## src/rtl/masked_chi_row.sv

```systemverilog
module masked_chi_row #(
  parameter bit REUSE_X    = 1'b0,
  parameter bit DOUBLE_CLK = 1'b0
) (
  input  logic       clk,
  input  logic       rst_n,
  input  logic [4:0] a_in,
  input  logic [4:0] b_in,
  input  logic [4:0] z_in,
  output logic [4:0] a_out,
  output logic [4:0] b_out
);
  localparam int ROW = 5;

  logic [ROW-1:0] a_nx, b_nx, a_cc, b_cc;
  logic [ROW-1:0] mask_a, mask_b, lin_a, lin_b;
  logic [ROW-1:0] cross_a_d, cross_b_d, inner_a_d, inner_b_d;
  logic [ROW-1:0] cross_a_q, cross_b_q;

  for (genvar i = 0; i < ROW; i++) begin : g_taps
    localparam int J1 = (i + 1) % ROW;
    localparam int J2 = (i + 2) % ROW;
    assign a_nx[i] = ~a_in[J1];
    assign b_nx[i] =  b_in[J1];
    assign a_cc[i] =  a_in[J2];
    assign b_cc[i] =  b_in[J2];
  end

  assign mask_a = REUSE_X ? a_in : z_in;
  assign mask_b = REUSE_X ? b_in : z_in;
  assign lin_a  = REUSE_X ? '0   : a_in;
  assign lin_b  = REUSE_X ? '0   : b_in;

  assign cross_a_d = (a_nx & b_cc) ^ mask_a;
  assign cross_b_d = (b_nx & a_cc) ^ mask_b;
  assign inner_a_d = (a_nx & a_cc) ^ lin_a;
  assign inner_b_d = (b_nx & b_cc) ^ lin_b;

  if (DOUBLE_CLK) begin : g_dbl
    always_ff @(negedge clk or negedge rst_n) begin
      if (!rst_n) begin
        cross_a_q <= '0;
        cross_b_q <= '0;
      end else begin
        cross_a_q <= cross_a_d;
        cross_b_q <= cross_b_d;
      end
    end
    assign a_out = inner_a_d ^ cross_a_q;
    assign b_out = inner_b_d ^ cross_b_q;
  end else begin : g_pipe
    logic [ROW-1:0] inner_a_q, inner_b_q;
    always_ff @(posedge clk or negedge rst_n) begin
      if (!rst_n) begin
        cross_a_q <= '0;
        cross_b_q <= '0;
        inner_a_q <= '0;
        inner_b_q <= '0;
      end else begin
        cross_a_q <= cross_a_d;
        cross_b_q <= cross_b_d;
        inner_a_q <= inner_a_d;
        inner_b_q <= inner_b_d;
      end
    end
    assign a_out = inner_a_q ^ cross_a_q;
    assign b_out = inner_b_q ^ cross_b_q;
  end
endmodule


```

## config.mk

```make
export PLATFORM = sky130hd
export DESIGN_NAME = masked_chi_row
export DESIGN_NICKNAME = d
export VERILOG_FILES = /design/src/rtl/masked_chi_row.sv
export SDC_FILE = /design/constraint.sdc
export NUM_CORES = 1
export LEC_CHECK = 0
export BUFFER_PORTS_ARGS = -buffer_cell sky130_fd_sc_hd__buf_2
export CORE_MARGIN = 3
export CORE_UTILIZATION = 52
export DETAILED_ROUTE_END_ITERATION = 7
export GPL_TIMING_DRIVEN = 0
export PLACE_DENSITY_LB_ADDON = 0.1
export SYNTH_ARGS = -nofsm -noshare
export SYNTH_HDL_FRONTEND = slang
export SYNTH_SLANG_ARGS = --single-unit
```

## constraint.sdc

```tcl
create_clock -name clk -period 1.8 [get_ports clk]
set_clock_uncertainty 0.05 [all_clocks]
set_input_delay 0.36 -clock clk [delete_from_list [all_inputs] [get_ports clk]]
set_output_delay 0.36 -clock clk [all_outputs]
set_load 0.005 [all_outputs]
```

==> run summary, run 1 <==
status: complete, no violations
max-slew violations: 0
Yosys cell types: 5
Crit. End Element: output port
wl on met1: 563 µm
fin nets: 119
max_cap viols: 0
Post-Route WL: 1350 µm
Cell Rows: 14
Max Fclk: 726 MHz
DR pass1 iterations: 3
grt ovf: 0
Residual DRC: 0
Die Area: 2190 µm²
Setup-failing EPs final: 0
IO buf count: 26
Crit path largest cell delay: 0.40 ns
Iter 0 DRT Violations: 15
root buffer cell: clkbuf_4
number of gates resized after cts: 0
RSZ-0062 raised after global routing: false
Clock Path Buffers: 2
Synth top area share: 58.0%
worst-margin pin slew: 0.422 ns
P_leak: 0.488 nW
Synth Register Bits: 20
Clock Pin Slew Worst Setup and Hold Paths: 0.10 ns
Sw Ratio: 25.2%
layout cells sized above 1: 29.0%
netlist area before placement: 863 µm²
critical path class: flop to output port
cts bufs inserted: 3
Switch Pwr: 0.225 mW
PnR worst setup slack: 0.423 ns
Worst VDD drop: 0.642 mV
via count: 548
number of global-route vias before repair: 520
Worst setup SP type: flop
Area growth syn-to-layout: 21.2%
Final ANT Viol Nets: 0
total track usage: 15.1%
initial antenna violation count: 0
Final Cycle Share: 76.5%
largest net degree at the start of global routing: 21
first-pass GRT wire length: 2260 µm
Int Pwr: 0.670 mW
detailed-routed wire length on met3: 90 µm
Post-DP Area: 1010 µm²
Clk pwr share: 22.7%
gpl congestion: 0.743
diode count: 0
HP Class: primary input to flop
detailed-placement wirelength estimate: 1080 µm
Post-CTS Setup Bufs: 0
max_slew headroom: 71.9%
worst path required time: 1.39 ns
area leader, netlist: dfrtp_1
CP max-delay cell: dfrtp_1
CTS Sinks: 20
Setup TNS Final: 0 ns
Fin. Hold Viols: 0
crit-path cells: xor2_1, buf_2
met2 wire length: 673 µm
syn_area_per_cell: 12.3 µm²
Comb pwr share: 20.0%
sequential share of power: 57.3%
Seq/Total Area, Yosys: 58.0%
CP Max Fanout: 1
top cells by area, synth: dfrtp_1 58%, xnor2_1 20%, xor2_1 10%
Filler cells: 131
Starting Density: 56.0%
clock period minus worst slack: 1.38 ns
core area: 1540 µm²
Die Height: 46.7 µm
post-route cell area: 1050 µm²
DR WL/cell: 11.6 µm
worst slack, placed: 0.751 ns
Post-Synthesis Cells: 70
Die Width: 46.7 µm
Pwr Density: 855 nW/µm²
via/cell ratio: 4.72
CTS tree: built
Yosys warnings: 0
htree depth: 1
Boundary Pins: 27
Synth Net Count: 87
Max Used Layer: met4
worst endpoint data arrival time: 0.97 ns
cells in the mapped netlist:
master / instances
dfrtp_1: 20
xnor2_1: 20
nand2_1: 10
nand2b_1: 10
xor2_1: 10
registers in the layout, summed over array words and instances, names as in the netlist:
register and count:
cross_b_q 5, g_pipe.inner_a_q 5, cross_a_q 5, g_pipe.inner_b_q 5
logic make-up (layout without fill, tap and decap cells):
family | Yosys count | in the layout | share of synthesized area (%)
flops | 20 | 20 | 58.0
buf+inv | 0 | 30 | 0
simple gates | 20 | 20 | 11.6
xor+xnor | 30 | 30 | 30.4
worst paths after layout:
check / start / endpoint / slack [ns] / depth (start not counted)
min in group asynchronous: rst_n / cross_b_q[4] / 0.47 / 2
max in group asynchronous: rst_n / g_pipe.inner_a_q[0] / 0.94 / 2
max: cross_b_q[1] / b_out[1] / 0.42 / 2
min: z_in[3] / cross_a_q[3] / 0.21 / 2
per-stage QoR:
| step | utilization [%] | hold slack (ns) | total power [mW] | std cells |
|---|---|---|---|---|
| global route | 67.9 | 0.202 | 0.948 | 116 |
| floorplan | - | 0.0144 | 0.609 | 70 |
| finish | 67.9 | 0.211 | 0.895 | 116 |
| detailed placement | 65.7 | 0.270 | 0.704 | 112 |
| global placement | 65.7 | 0.264 | 0.698 | 112 |
| CTS | 67.9 | 0.207 | 0.905 | 116 |
power groups by stage:
stage	combinational, mW	clock, mW	sequential (mW)
3_3_place_gp	0.177	0	0.521
6_report	0.179	0.203	0.513
3_5_place_dp	0.181	0	0.523
2_1_floorplan	0.0890	0	0.520
4_1_cts	0.183	0.208	0.514
5_1_grt	0.206	0.224	0.517
timing repair:
item	4_1_cts	5_1_grt
hold buffers	1	0
endpoints found under the hold margin	20	0
endpoints found under the setup margin	0	0
layout make-up:
| cell class | instances | area, µm² | area share, % |
|---|---|---|---|
| Sequential cell | 20 | 500 | 47.8 |
| Multi-Input combinational cell | 50 | 363 | 34.7 |
| Timing Repair Buffer | 27 | 140 | 13.4 |
| Clock buffer | 3 | 22.5 | 2.15 |
| Tap cell | 16 | 20.0 | 1.91 |
layout by cell type, fill, tap and decap left out, drive strengths merged:
cell type,count
buf,26
xnor2,20
dfrtp,20
xor2,10
nand2,10
nand2b,10
clkbuf,3
dlygate4sd3,1
layer usage:
layer / GRT usage [%] / vias up
met2: 25.5 / 20
met5: 0 / -
met3: 3.83 / 2
met1: 18.1 / 251
li1: - / 275
met4: 6.63 / 0
worst max-delay path, delay by kind of cell (launching register included):
family | cells | cell delay, ns
flip-flops | 1 | 0.40
XOR/XNOR | 1 | 0.15
buffers and inverters | 1 | 0.12
(Power assumes the default switching activity.)
==> inputs of run 2 (changes only) <==
Settings changed: ABC_AREA set to 1, CORE_UTILIZATION 52 to 50.
Clock period 1.8 ns to 1.3 ns, I/O delays scaled along.
==> run 2 against run 1 <==
Effect of this change: synthesized cell count is 86% higher; global-route usage is 0.87 points higher; via count is 58% higher; cell area is 11% higher; worst setup slack worse by 0.38 ns; wire length is 32% higher; cell count is 55% higher; non-clock buffer count stayed put; die area is 17% higher; worst hold slack worse by 0.068 ns; combinational power is 34% higher; critical endpoint unchanged.
==> run summary, run 2 <==
CTS Sinks: 20 (unchanged)
Post-Route WL: 1780 µm (+32%)
top-count cell post-synth: nand2_1
grt ovf: 0 (unchanged)
max-slew violations: 0 (unchanged)
layout cells sized above 1: 21.9% (-7.1 points)
Boundary Pins: 27 (unchanged)
Starting Density: 55.2% (-0.80 points)
largest net degree at the start of global routing: 21 (unchanged)
Pwr Density: 1040 nW/µm² (+21%)
Die Height: 50.6 µm (+8.2%)
Worst VDD drop: 0.575 mV (-10%)
Final Cycle Share: 96.6%
diode count: 0 (unchanged)
netlist area before placement: 995 µm² (+15%)
Crit path largest cell delay: 0.39 ns (about the same)
Worst Hold End: cross_a_q[0]
Fin. Hold Viols: 0 (unchanged)
commonest non-fill, non-tap cell in the layout: nand2_1
Setup TNS Final: 0 ns (unchanged)
post-route cell area: 1160 µm² (+11%)
multi-input logic area: 413 µm² (+14%)
area leader, netlist: dfrtp_1
crit-path cells: xor2_1, buf_2
critical path class: flop to output port
top cells by area, synth: dfrtp_1 50%, nand2_1 23%, nand3_1 10%
CP max-delay cell: dfrtp_1
Setup-failing EPs final: 0 (unchanged)
worst endpoint data arrival time: 0.95 ns (-0.02 ns)
syn_area_per_cell: 7.65 µm² (-38%)
IO buf count: 21 (-19%)
placed cell count: 176 (+57%)
Synth Net Count: 147 (+69%)
HP Class: primary input to flop
worst path required time: 0.99 ns (-0.40 ns)
first-pass GRT wire length: 3090 µm (+37%)
Max Fclk: 796 MHz
status: complete, no violations
core area: 1800 µm² (+17%)
Seq/Total Area, Yosys: 50.3% (-7.7 points)
Die Area: 2560 µm² (+17%)
Crit. End Element: output port
RSZ-0062 raised after global routing: true
number of cells in the finished layout apart from fillers: 180 (+55%)
leading cell types by count after synthesis: 60 x nand2_1, 20 x dfrtp_1, 20 x nand3_1
Clock Pin Slew Worst Setup and Hold Paths: 0.10 ns (about the same)
Final ANT Viol Nets: 0 (unchanged)
Yosys cell types: 7 (+2)
max_cap viols: 0 (unchanged)
Cell Rows: 15 (+1)
root buffer cell: clkbuf_4
gpl congestion: 0.767 (+3.2%)
via count: 868 (+58%)
DR WL/cell: 9.87 µm (-15%)
max_slew headroom: 71.3% (-0.63 points)
number of synthesized flops with an enable pin: 0 (unchanged)
htree depth: 1 (unchanged)
DR pass1 iterations: 4 (+1)
most frequent cells in the layout: 60 x nand2_1, 26 x buf_2, 20 x nand3_1, 20 x dfrtp_1
Post-DP Area: 1130 µm² (+12%)
Area growth syn-to-layout: 17.0%
Synth top area share: 50.3% (-7.7 points)
WHS Path Cells: 3 (+1)
Register Area: 500 µm² (unchanged)
Die Width: 50.6 µm (+8.2%)
Post-Synthesis Cells: 130 (+86%)
total track usage: 15.9% (+0.87 points)
hold_sp: z_in[0]
fin nets: 174 (+46%)
Yosys warnings: 0 (unchanged)
initial antenna violation count: 0 (unchanged)
top_reg_cell synth: dfrtp_1
Filler cells: 161 (+23%)
via/cell ratio: 4.82 (+2.1%)
Synth async-reset ratio: 100% (unchanged)
worst hold slack: 0.142 ns (-0.0684 ns)
Iter 0 DRT Violations: 13 (-2)
Worst setup SP type: flop
Post-CTS Setup Bufs: 0 (unchanged)
worst-margin pin slew: 0.431 ns (+0.00942 ns)
CTS tree: built
detailed-placement wirelength estimate: 1350 µm (+25%)
cts bufs inserted: 3 (unchanged)
P_leak: 0.693 nW (+42%)
Clock Path Buffers: 2 (unchanged)
Synth Register Bits: 20 (unchanged)
number of global-route vias before repair: 782 (+50%)
Residual DRC: 0 (unchanged)
CP Max Fanout: 1 (unchanged)
clock period minus worst slack: 1.26 ns
-- run 2: cell count changes after synthesis, sizes merged --
| cell | previous run | this run |
|---|---|---|
| buf | 0 | 5 |
| xnor2 | 20 | 0 |
| nand2b | 10 | 0 |
| nand2 | 10 | 60 |
| nand3 | 0 | 20 |
| inv | 0 | 15 |
-- run 2: per-stage QoR --
step	setup slack [ns]	power [mW]	util, %
2_1_floorplan	0.473	0.835	-
3_3_place_gp	0.354	0.938	62.8
3_5_place_dp	0.360	0.945	62.8
4_1_cts	0.0254	1.22	64.6
5_1_grt	-0.0545	1.28	64.6
6_report	0.0442	1.21	64.6
-- run 2: timing repair --
| action | CTS | global route |
|---|---|---|
| endpoints found under the hold margin | 20 | 0 |
| setup endpoints to repair | 0 | 6 |
| hold buffers | 1 | 0 |
| gates resized for setup | 0 | 0 |
-- run 2: report_power, final --
group | leakage (nW) | internal (mW) | switching (mW)
Sequential | 0.238 | 0.671 | 0.0201
Clock | 0.0138 | 0.108 | 0.169
Combinational | 0.441 | 0.105 | 0.135
-- run 2: logic make-up after synthesis --
logic type                share of synthesized area [%]
and+or+nand+nor                                    32.7
DFF                                                50.3
buffers and inverters                              8.18
xor gates and xnor gates                           8.80
-- run 2: how the worst max path moves through the flow --
stage / endpoint / startpoint / cells after the start
after CTS: b_out[1] / cross_b_q[1] / 2
after floorplan: a_out[0] / cross_a_q[0] / 1
after global routing: a_out[0] / cross_a_q[0] / 2
final: b_out[1] / cross_b_q[1] / 2
after detailed placement: a_out[4] / cross_a_q[4] / 2
after global placement: b_out[0] / cross_b_q[0] / 2
-- run 2: layer usage --
layer / part of all wire [%] / track usage (%)
met2: 49 / 26.3
met1: 44 / 19.0
met5: 0 / 0
met4: 0.73 / 8.97
met3: 6.9 / 3.56
-- run 2: cell type report --
cell class	count	share of cell area [%]
inverter	15	4.84
tap	25	2.69
clock buffer	3	1.94
timing repair buffer	22	9.89
sequential	20	43.0
buffer	5	2.15
multi-input combinational	90	35.5
-- run 2: critical path, delay by kind of cell (launching register included) --
kind | cells | cell delay, ns
xor+xnor | 1 | 0.15
buf+inv | 1 | 0.12
flops | 1 | 0.39
